$ cat src/rtl/pgroute_pkg.sv
package pgroute_pkg;

  typedef enum logic [1:0] {
    SZ_BYTE = 2'd0,
    SZ_HALF = 2'd1,
    SZ_WORD = 2'd2,
    SZ_RSVD = 2'd3
  } accSize_e;

  localparam int NUM_SIZES = 3;

  // strobes from control to the table datapath
  typedef struct packed {
    logic                 wrEn;
    logic [NUM_SIZES-1:0] wrMask;
  } fillStrobe_t;

endpackage

$ cat src/rtl/pgroute_ctrl.sv
module pgroute_ctrl
  import pgroute_pkg::*;
#(
  parameter int ADDR_W    = 32,
  parameter int TGT_W     = 3,
  parameter int PAGE_BITS = 12,
  parameter int NUM_PAGES = 180,
  parameter int IDX_W     = 8
) (
  input  logic                 clk,
  input  logic                 rstN,
  input  logic                 cfgValid,
  output logic                 cfgReady,
  input  logic [ADDR_W-1:0]    cfgOffset,
  input  logic [ADDR_W-1:0]    cfgBytes,
  input  logic [TGT_W-1:0]     cfgTarget,
  input  logic [NUM_SIZES-1:0] cfgSizeMask,
  output logic                 cfgErr,
  output fillStrobe_t          fillStb,
  output logic [IDX_W-1:0]     wrPage,
  output logic [TGT_W-1:0]     wrTarget
);

  localparam int RW = ADDR_W - PAGE_BITS + 1;
  localparam logic [ADDR_W:0] PAGE_M1 = (ADDR_W+1)'((1 << PAGE_BITS) - 1);
  localparam logic [ADDR_W-1:0] LAST_PAGE = ADDR_W'(NUM_PAGES - 1);
  localparam logic [ADDR_W-1:0] PAGES_A = ADDR_W'(NUM_PAGES);

  typedef enum logic {ST_IDLE, ST_FILL} state_e;

  state_e               stateQ;
  logic [ADDR_W-1:0]    curPageQ;
  logic [RW-1:0]        remainQ;
  logic [TGT_W-1:0]     tgtQ;
  logic [NUM_SIZES-1:0] maskQ;
  logic                 errQ;

  logic [ADDR_W-1:0] firstPage;
  logic [ADDR_W:0]   roundUp;
  logic [RW-1:0]     pageCount;
  logic              offerTaken;
  logic              legal;
  logic              lastWrite;

  assign firstPage  = cfgOffset >> PAGE_BITS;
  assign roundUp    = {1'b0, cfgBytes} + PAGE_M1;
  assign pageCount  = roundUp[PAGE_BITS +: RW];
  assign legal      = (firstPage < PAGES_A) && (cfgBytes != '0);
  assign offerTaken = cfgValid && (stateQ == ST_IDLE);
  assign lastWrite  = (remainQ == RW'(1)) || (curPageQ == LAST_PAGE);

  always_ff @(posedge clk) begin
    if (!rstN) begin
      stateQ   <= ST_IDLE;
      curPageQ <= '0;
      remainQ  <= '0;
      tgtQ     <= '0;
      maskQ    <= '0;
      errQ     <= 1'b0;
    end else begin
      errQ <= offerTaken && !legal;
      case (stateQ)
        ST_IDLE: if (offerTaken && legal) begin
          stateQ   <= ST_FILL;
          curPageQ <= firstPage;
          remainQ  <= pageCount;
          tgtQ     <= cfgTarget;
          maskQ    <= cfgSizeMask;
        end
        ST_FILL: begin
          curPageQ <= curPageQ + ADDR_W'(1);
          remainQ  <= remainQ - RW'(1);
          if (lastWrite) stateQ <= ST_IDLE;
        end
        default: stateQ <= ST_IDLE;
      endcase
    end
  end

  assign cfgReady       = (stateQ == ST_IDLE);
  assign cfgErr         = errQ;
  assign fillStb.wrEn   = (stateQ == ST_FILL);
  assign fillStb.wrMask = maskQ;
  assign wrPage         = curPageQ[IDX_W-1:0];
  assign wrTarget       = tgtQ;

  // consecutive writes of one fill step by exactly one page
  assert_page_step_R3: assert property (@(posedge clk) disable iff (!rstN)
    (fillStb.wrEn && $past(fillStb.wrEn)) |-> (wrPage == $past(wrPage) + IDX_W'(1)));

  // fill never writes beyond the window's last page
  assert_page_in_window_R9: assert property (@(posedge clk) disable iff (!rstN)
    fillStb.wrEn |-> (curPageQ < PAGES_A));

  // a rejection leaves control idle
  assert_reject_idle_R5: assert property (@(posedge clk) disable iff (!rstN)
    cfgErr |-> cfgReady);

  // an offer while busy starts nothing new: the fill either goes on or ends
  assert_busy_ignore_R8: assert property (@(posedge clk) disable iff (!rstN)
    (fillStb.wrEn && cfgValid) |=> (!cfgErr));

endmodule

$ cat src/rtl/pgroute_table.sv
module pgroute_table
  import pgroute_pkg::*;
#(
  parameter int                ADDR_W    = 32,
  parameter int                TGT_W     = 3,
  parameter int                PAGE_BITS = 12,
  parameter int                NUM_PAGES = 180,
  parameter int                IDX_W     = 8,
  parameter logic [ADDR_W-1:0] WIN_BASE  = 32'h4800_0000,
  parameter logic [ADDR_W-1:0] WIN_SIZE  = 32'h000B_4000
) (
  input  logic              clk,
  input  logic              rstN,
  input  fillStrobe_t       fillStb,
  input  logic [IDX_W-1:0]  wrPage,
  input  logic [TGT_W-1:0]  wrTarget,
  input  logic              reqValid,
  input  logic [ADDR_W-1:0] reqAddr,
  input  logic [1:0]        reqSize,
  output logic              fwdValid,
  output logic [TGT_W-1:0]  fwdTarget,
  output logic [ADDR_W-1:0] fwdAddr,
  output logic [1:0]        fwdSize,
  output logic              decErr
);

  logic [NUM_SIZES-1:0]       validQ [NUM_PAGES];
  logic [NUM_SIZES*TGT_W-1:0] tgtQ   [NUM_PAGES];

  for (genvar p = 0; p < NUM_PAGES; p++) begin : g_page
    always_ff @(posedge clk) begin
      if (!rstN) begin
        validQ[p] <= '0;
        tgtQ[p]   <= '0;
      end else if (fillStb.wrEn && (wrPage == IDX_W'(p))) begin
        for (int s = 0; s < NUM_SIZES; s++) begin
          if (fillStb.wrMask[s]) begin
            validQ[p][s]              <= 1'b1;
            tgtQ[p][s*TGT_W +: TGT_W] <= wrTarget;
          end
        end
      end
    end
  end

  logic [ADDR_W-1:0] offset;
  logic [IDX_W-1:0]  pageIdx;
  logic              inWin;
  logic              sizeOk;
  logic              hit;
  logic [TGT_W-1:0]  hitTarget;

  assign offset  = reqAddr - WIN_BASE;
  assign inWin   = (reqAddr >= WIN_BASE) && (offset < WIN_SIZE);
  assign pageIdx = offset[PAGE_BITS +: IDX_W];
  assign sizeOk  = (reqSize != SZ_RSVD);

  always_comb begin
    hit       = 1'b0;
    hitTarget = '0;
    if (inWin && sizeOk && (pageIdx < IDX_W'(NUM_PAGES))) begin
      hit       = validQ[pageIdx][reqSize];
      hitTarget = tgtQ[pageIdx][reqSize*TGT_W +: TGT_W];
    end
  end

  always_ff @(posedge clk) begin
    if (!rstN) begin
      fwdValid  <= 1'b0;
      decErr    <= 1'b0;
      fwdTarget <= '0;
      fwdAddr   <= '0;
      fwdSize   <= '0;
    end else begin
      fwdValid  <= reqValid && hit;
      decErr    <= reqValid && !hit;
      fwdTarget <= hit ? hitTarget : '0;
      fwdAddr   <= reqAddr;
      fwdSize   <= reqSize;
    end
  end

  // a response of either kind answers a request of the previous cycle
  assert_resp_follows_req_R2: assert property (@(posedge clk) disable iff (!rstN)
    (fwdValid || decErr) |-> $past(reqValid));

  // forward and error never together
  assert_resp_exclusive_R7: assert property (@(posedge clk) disable iff (!rstN)
    !(fwdValid && decErr));

  // reserved size never reaches a target
  assert_no_rsvd_fwd_R4: assert property (@(posedge clk) disable iff (!rstN)
    fwdValid |-> (fwdSize != SZ_RSVD));

  // an out-of-window request is never forwarded
  assert_outside_err_R7: assert property (@(posedge clk) disable iff (!rstN)
    (reqValid && !inWin) |=> (decErr && !fwdValid));

endmodule

$ cat src/rtl/pgroute.sv
module pgroute
  import pgroute_pkg::*;
#(
  parameter int                ADDR_W    = 32,
  parameter int                NUM_TGT   = 8,
  parameter int                PAGE_BITS = 12,
  parameter logic [ADDR_W-1:0] WIN_BASE  = 32'h4800_0000,
  parameter logic [ADDR_W-1:0] WIN_SIZE  = 32'h000B_4000,
  localparam int               TGT_W     = (NUM_TGT > 1) ? $clog2(NUM_TGT) : 1
) (
  input  logic              clk,
  input  logic              rstN,
  input  logic              cfgValid,
  output logic              cfgReady,
  input  logic [ADDR_W-1:0] cfgOffset,
  input  logic [ADDR_W-1:0] cfgBytes,
  input  logic [TGT_W-1:0]  cfgTarget,
  input  logic [2:0]        cfgSizeMask,
  output logic              cfgErr,
  input  logic              reqValid,
  input  logic [ADDR_W-1:0] reqAddr,
  input  logic [1:0]        reqSize,
  output logic              fwdValid,
  output logic [TGT_W-1:0]  fwdTarget,
  output logic [ADDR_W-1:0] fwdAddr,
  output logic [1:0]        fwdSize,
  output logic              decErr
);

  localparam int NUM_PAGES = int'(WIN_SIZE >> PAGE_BITS);
  localparam int IDX_W     = (NUM_PAGES > 1) ? $clog2(NUM_PAGES) : 1;

  fillStrobe_t      fillStb;
  logic [IDX_W-1:0] wrPage;
  logic [TGT_W-1:0] wrTarget;

  pgroute_ctrl #(
    .ADDR_W(ADDR_W), .TGT_W(TGT_W), .PAGE_BITS(PAGE_BITS),
    .NUM_PAGES(NUM_PAGES), .IDX_W(IDX_W)
  ) ctrl_i (
    .clk(clk), .rstN(rstN),
    .cfgValid(cfgValid), .cfgReady(cfgReady),
    .cfgOffset(cfgOffset), .cfgBytes(cfgBytes),
    .cfgTarget(cfgTarget), .cfgSizeMask(cfgSizeMask),
    .cfgErr(cfgErr),
    .fillStb(fillStb), .wrPage(wrPage), .wrTarget(wrTarget)
  );

  pgroute_table #(
    .ADDR_W(ADDR_W), .TGT_W(TGT_W), .PAGE_BITS(PAGE_BITS),
    .NUM_PAGES(NUM_PAGES), .IDX_W(IDX_W),
    .WIN_BASE(WIN_BASE), .WIN_SIZE(WIN_SIZE)
  ) table_i (
    .clk(clk), .rstN(rstN),
    .fillStb(fillStb), .wrPage(wrPage), .wrTarget(wrTarget),
    .reqValid(reqValid), .reqAddr(reqAddr), .reqSize(reqSize),
    .fwdValid(fwdValid), .fwdTarget(fwdTarget), .fwdAddr(fwdAddr),
    .fwdSize(fwdSize), .decErr(decErr)
  );

endmodule

$ cat config.mk
export PLATFORM = sky130hd
export DESIGN_NAME = pgroute
export DESIGN_NICKNAME = d
export VERILOG_FILES = /design/src/rtl/pgroute_pkg.sv /design/src/rtl/pgroute_ctrl.sv /design/src/rtl/pgroute_table.sv /design/src/rtl/pgroute.sv
export SDC_FILE = /design/constraint.sdc
export NUM_CORES = 2
export LEC_CHECK = 0
export BUFFER_PORTS_ARGS = -buffer_cell sky130_fd_sc_hd__buf_4
export CAP_MARGIN = 20
export CELL_PAD_IN_SITES_DETAIL_PLACEMENT = 1
export CELL_PAD_IN_SITES_GLOBAL_PLACEMENT = 2
export CORE_UTILIZATION = 49
export DETAILED_ROUTE_END_ITERATION = 8
export PLACE_DENSITY_LB_ADDON = 0.1
export SKIP_LAST_GASP = 1
export SLEW_MARGIN = 20
export SYNTH_ARGS = -nofsm -noshare
export SYNTH_HDL_FRONTEND = slang
export SYNTH_HIERARCHICAL = 1
export SYNTH_SLANG_ARGS = --single-unit
export TNS_END_PERCENT = 50
$ cat constraint.sdc
create_clock -name clk -period 10.2 [get_ports clk]
set_input_delay 3.06 -clock clk [delete_from_list [all_inputs] [get_ports clk]]
set_output_delay 3.06 -clock clk [all_outputs]
set_load 0.01 [all_outputs]
== Yosys cells after proc, flatten, opt, wreduce, memory -nomap -nowiden ==
Memories as Yosys holds them, arrays and structs flattened.
Index checks and enable logic that the tools add are counted.
Word-level totals
  register bits: 100
  RAM bits: 2160
  input bits: 108
  output and inout bits: 41
  memories: 2
Memory list
  table_i.tgtQ: words 180, bits a word 9, read ports 1, clocked after Yosys merged registers in 0, wr ports 180, RTL line pgroute_table.sv:28  | logic [NUM_SIZES*TGT_W-1:0] tgtQ [NUM_PAGES];
  table_i.validQ: words 180, bits a word 3, read ports 1, clocked after Yosys merged registers in 0, wr ports 180, RTL line pgroute_table.sv:27  | logic [NUM_SIZES-1:0] validQ [NUM_PAGES];
Cells by class
  add/subtract/negate cells: 4
  $mul: 1
  magnitude comparators: 5
  equal/unequal tests: 183
  shift operators: 1
  mux-type cells: 2714
  bitwise gates (word level): 1081
  reductions and logical operators: 196
Operators by type and width (number)
  $mux 1: 2168
  $mux 3: 540
  $or 1x1->1: 1080
  $eq 8x7->1 const B: 64
  $eq 8x8->1 const B: 52
  $eq 8x6->1 const B: 32
  $logic_and 1x1->1: 189
  $eq 8x5->1 const B: 16
  $eq 8x4->1 const B: 8
  $pmux 32 s2: 1
  $pmux 21 s2: 1
  $add 32x12->33 const B: 1
  $add 32x1->32 const B: 1
  $eq 32x8->1 const B: 1
  $eq 8x3->1 const B: 4
  $ge 32x31->1 const B: 1
  $lt 32x20->1 const B: 1
  $mux 32: 1
  $reduce_bool 32->1: 1
  $sub 32x31->32 const B: 1
  $eq 21x1->1 const B: 1
  $mux 21: 1
  $sub 21x1->21 const B: 1
  $lt 20x8->1 const B: 1
  other kinds (16): 18

== Logic depth before layout (Yosys ltp) ==
  depth after elaboration: 8
  mapped depth: 15
  mapped depth without buffers: 10

== Hierarchy ==
Netlist, hierarchy kept.
By module, submodules not included
  pgroute_table: times used 1, cells each 8124, area each 104749.2 µm², sequential area each 65612.9 µm²
  pgroute_ctrl: times used 1, cells each 545, area each 4162.7 µm², sequential area each 1221.2 µm²

== Worst setup path after synthesis ==
Ideal clock, no wire load.
  path type: input to register
  from: input reqAddr[13]
  to: register table_i.fwdTarget[2]
  data arrival time: 5.291 ns
  required time: 10.080 ns
  slack: 4.789 ns
  cell stages on the path: 12
  buffers on the path: 6
  cells stage by stage: buf_2 > buf_6 > buf_2 > buf_2 > buf_2 > buf_2 > mux4_2 > a22oi_1 > nand3_1 > nand3_1 > a31oi_1 > o31a_1
Between the ends
  longest elaborated chain between the ends: 7
  elaborated cells between the ends (all ways): 14
RTL lines
  start: declaration: RTL line pgroute.sv:21  | input logic [ADDR_W-1:0] reqAddr,
  parallel branches: the longest is 7 deep, another holds $sub 32x31->32
  end signal: assignment: RTL line pgroute_table.sv:77  | fwdTarget <= hit ? hitTarget : '0;
  end: declaration: RTL line pgroute_table.sv:21  | output logic [TGT_W-1:0] fwdTarget,
Several ways; the timed one is not identified. The select of a mux whose other input is x is not followed.
A chain may end at the register's enable or synchronous reset.

== Final worst setup path ==
  from: input reqAddr[14]
  to: register table_i.fwdTarget[0]
The elaborated chain is that of the path after synthesis.

==> key figures <==
Clock tree
  • H-tree Lvls: 4
  • TritonCTS Sinks: around 2300
  • Cts repair resizes: 0
  • Hold_buf cts: 0
  • CTS clk-pin slew, worst paths: about 0.06 ns
  • Worst-case clock buffer depth: 3
  • Postcts setup bufs: 0
  • CTS Root Cell: clkbuf_16
  • CTS tree: yes
  • Total CTS buffers: ~240
  • Latest clock arrival within the worst-skew pair: roughly 0.9 ns

Synthesis
  • Register area share after synthesis: 0.614
  • Syn avg cell area: between 10 and 15 um2
  • Top FF cell, synth: edfxtp_1
  • Post-Syn Area: between 100000 and 150000 um2
  • Adder-Cell Fraction of Synth Area: 0.000460
  • Post-synthesis compound-gate area fraction: 0.0305
  • Post-synthesis mux area share: 0.122
  • Area leader, netlist: edfxtp_1
  • Post-synth ARST share: 0
  • Flop and latch count out of synthesis: 2260
  • Xor/xnor share of the synthesized area: 0.00153
  • Synthesis Warnings: 6
  • Largest family of logic cells by synthesized area: simple AND/OR/NAND/NOR gates
  • Area share of the largest cell type after synthesis: 0.595
  • Post-synth cell types: 100
  • Post-synthesis simple-gate area fraction: 0.192
  • Top post-synthesis cells by area: edfxtp_1, mux4_2, and3_1
  • Post-Synthesis Cells: between 8000 and 9000
  • Post-synth EDFFs: between 2000 and 2500
  • Net Count, Synth: between 8000 and 9000

STA
  • Final hold viol count: 0
  • Setup_tns: 0 ns
  • Final setup fails: 0
  • Period utilisation layout: 0.668
  • Unrepaired setup endpoints after global routing: no
  • Clock Skew: 0.0368 ns
  • Max Clock Freq: roughly 150 MHz
  • Relative slew slack: 0.0311
  • Final Max Tran Viols: 0
  • Crit path time final: 6.82 ns
  • Worst-Margin Slew: approximately 1.5 ns

Power
  • Net Sw Power: around 0.0048 W
  • Gate power share: 0.069
  • Cell internal pwr: roughly 0.016 W
  • Total power: around 0.021 W
  • Sequential Power Share: 0.518
  • Sw frac: 0.232
  • Power density over the cells: around 170 nW/um2
  • Pleak: 44.7 nW
  • Clock power frac: 0.414
  • Maximum VDD drop: roughly 0.00015 V

Detailed routing
  • Vias/cell: 6.57
  • Routed Antenna Nets: 0
  • Vias: between 70000 and 80000
  • Post-detailed-routing wire length: approximately 390000 um
  • Final routed DRC violation total: 0
  • TritonRoute pass-1 iters: 5
  • Iter 0 DRT Violations: slightly below 9000
  • WL per Instance: about 34 um

Cells and area
  • Nets: ~8400
  • Layout area overhead: 9.18%
  • Fraction of layout cells with a size suffix above 1: 0.146
  • Design area: 119000 um2

Critical path
  • Setup crit start kind: primary input
  • WS Path Type: primary input to flip-flop
  • CP required: 11.03 ns
  • Critical-path maximum fanout: 45
  • Kind of end point of the critical path: flip-flop
  • Worst EP arrival: between 7 and 8 ns

Run status
  • Status: completed

GRT
  • Total global routing overflow: 0
  • Vias in the first global route: ~75000
  • First-pass GRT wire length: between 500000 and 600000 um
  • Largest net degree at the start of global routing: between 200 and 300
  • GRT Total Usage: 0.346
  • Antenna violations before repair: 21

Flow run
  • Max cap viols: 0

Die
  • Cell row count: between 150 and 200
  • Starting density of the core: 0.494
  • Area of the core: about 220000 um2
  • Num ports: around 150
  • Die area: around 220000 um2
  • Die height: ~470 um
  • Die Width: approximately 470 um

Placed design
  • I/O Buffers: ~140
  • Routability cong.: approximately 0.97
  • Post-DP HPWL: about 250000 um
  • Area after DPL: ~110000 um2

Hold path
  • Hold WC Path Type: flip-flop to flip-flop
==> synthesized netlist by cell type (8+ instances only) <==
cell,instances
a211oi_1,19
a21oi_1,91
a221oi_1,27
a22oi_1,66
a311oi_1,14
a31oi_1,29
and2_1,330
and3_1,1351
buf_1,49
buf_2,77
buf_4,32
buf_6,24
buf_8,25
clkbuf_1,732
dfxtp_1,103
edfxtp_1,2157
inv_1,18
mux2_2,20
mux2i_1,201
mux4_2,491
nand2_1,1426
nand2b_1,21
nand3_1,84
nand4_1,30
nor2_1,824
nor2b_1,19
nor3_1,43
nor4_1,33
o211ai_1,14
o21ai_0,40
o21ai_1,16
o221ai_1,23
o22ai_1,34
o31a_1,10
o32ai_1,8
or3_1,17
or4_1,11
xor2_1,14
==> registers in the layout, indices dropped and copies added (netlist names) <==
| name | flops |
|---|---|
| table_i/fwdAddr | 32 |
| table_i/validQ | 540 |
| ctrl_i/maskQ | 3 |
| table_i/tgtQ | 1620 |
| ctrl_i/curPageQ | 32 |
| table_i/fwdSize | 2 |
| ctrl_i/wrTarget | 3 |
| ctrl_i/stateQ | 1 |
| ctrl_i/remainQ | 21 |
| table_i/decErr | 1 |
| ctrl_i/cfgErr | 1 |
| table_i/fwdTarget | 3 |
| table_i/fwdValid | 1 |
==> final timing paths <==
path	slack [ns]	startpoint	endpoint	cells after the start
min reg2reg	0.47	ctrl_i/remainQ[20]$_SDFFE_PN0P_	ctrl_i/remainQ[20]$_SDFFE_PN0P_	2
max reg2reg	5.80	ctrl_i/curPageQ[2]$_SDFFE_PN0P_	table_i/tgtQ[29][5]$_SDFFCE_PN0P_	6
min	0.47	ctrl_i/remainQ[20]$_SDFFE_PN0P_	ctrl_i/remainQ[20]$_SDFFE_PN0P_	2
max	3.38	reqAddr[14]	table_i/fwdTarget[0]$_SDFF_PN0_	11
==> metrics by stage <==
stage	utilization	setup WS, ns	cells	hold slack, ns
global placement	0.505	2.67	10999	0.447
finish	0.540	3.38	11461	0.465
CTS	0.539	3.63	11441	0.472
global route	0.539	3.57	11450	0.488
floorplan	-	4.79	8669	0.431
detailed placement	0.505	2.69	10999	0.456
==> cell usage in the layout, fill, tap and decap left out, types with 91 or more instances in the layout <==
cell,count
nor2_1,804
mux4_2,491
clkbuf_16,245
and2_1,326
mux2i_1,201
edfxtp_1,2157
and3_1,1351
buf_4,287
dfxtp_1,96
a21oi_1,91
nand2_1,1408
==> power groups by stage <==
stage	sequential, W	combinational (W)	clock [W]
finish	0.0107	0.00142	0.00854
global placement	0.0109	0.00137	0
floorplan	0.0108	0.000842	0
detailed placement	0.0109	0.00138	0
global route	0.0107	0.00145	0.00894
CTS	0.0107	0.00139	0.00864
==> critical path: stages <==
cell,delay [ns]
clkbuf_8,0.45
buf_4,0.60
nor2b_4,0.49
buf_4,0.39
a222oi_1,0.14
a21oi_1,0.29
a31oi_1,0.16
o21ai_1,0.57
a32oi_2,0.25
nor4b_2,0.79
o31a_1,0.25
==> layout make-up <==
class / instances / area, um2
Clock buffer: 310 / 6430
Multi-Input combinational cell: 5445 / 38000
Antenna cell: 16 / 40.0
Timing Repair Buffer: 318 / 2750
Fill cell: 21864 / 101000
Inverter: 22 / 87.6
Clock inverter: 132 / 1090
Sequential cell: 2260 / 66900
Tap cell: 2958 / 3700
==> routing by layer <==
metal / part of all wire / global-route usage / wire length [um]
met5: 0.00022 / 0 / 85
met1: 0.40 / 0.477 / 155000
met2: 0.46 / 0.530 / 178000
met3: 0.099 / 0.0715 / 38700
met4: 0.048 / 0.155 / 18700
==> kinds of logic (layout without fill, tap and decap cells) <==
kind of cell	Yosys count	in the layout
fa+ha+maj	4	4
xor+xnor	19	19
simple gates	4238	4238
other cells	0	16
buf+inv	964	782
mux	715	715
flops	2260	2260
compound gates	469	469
Note: power is estimated with default switching activity, not from simulation.
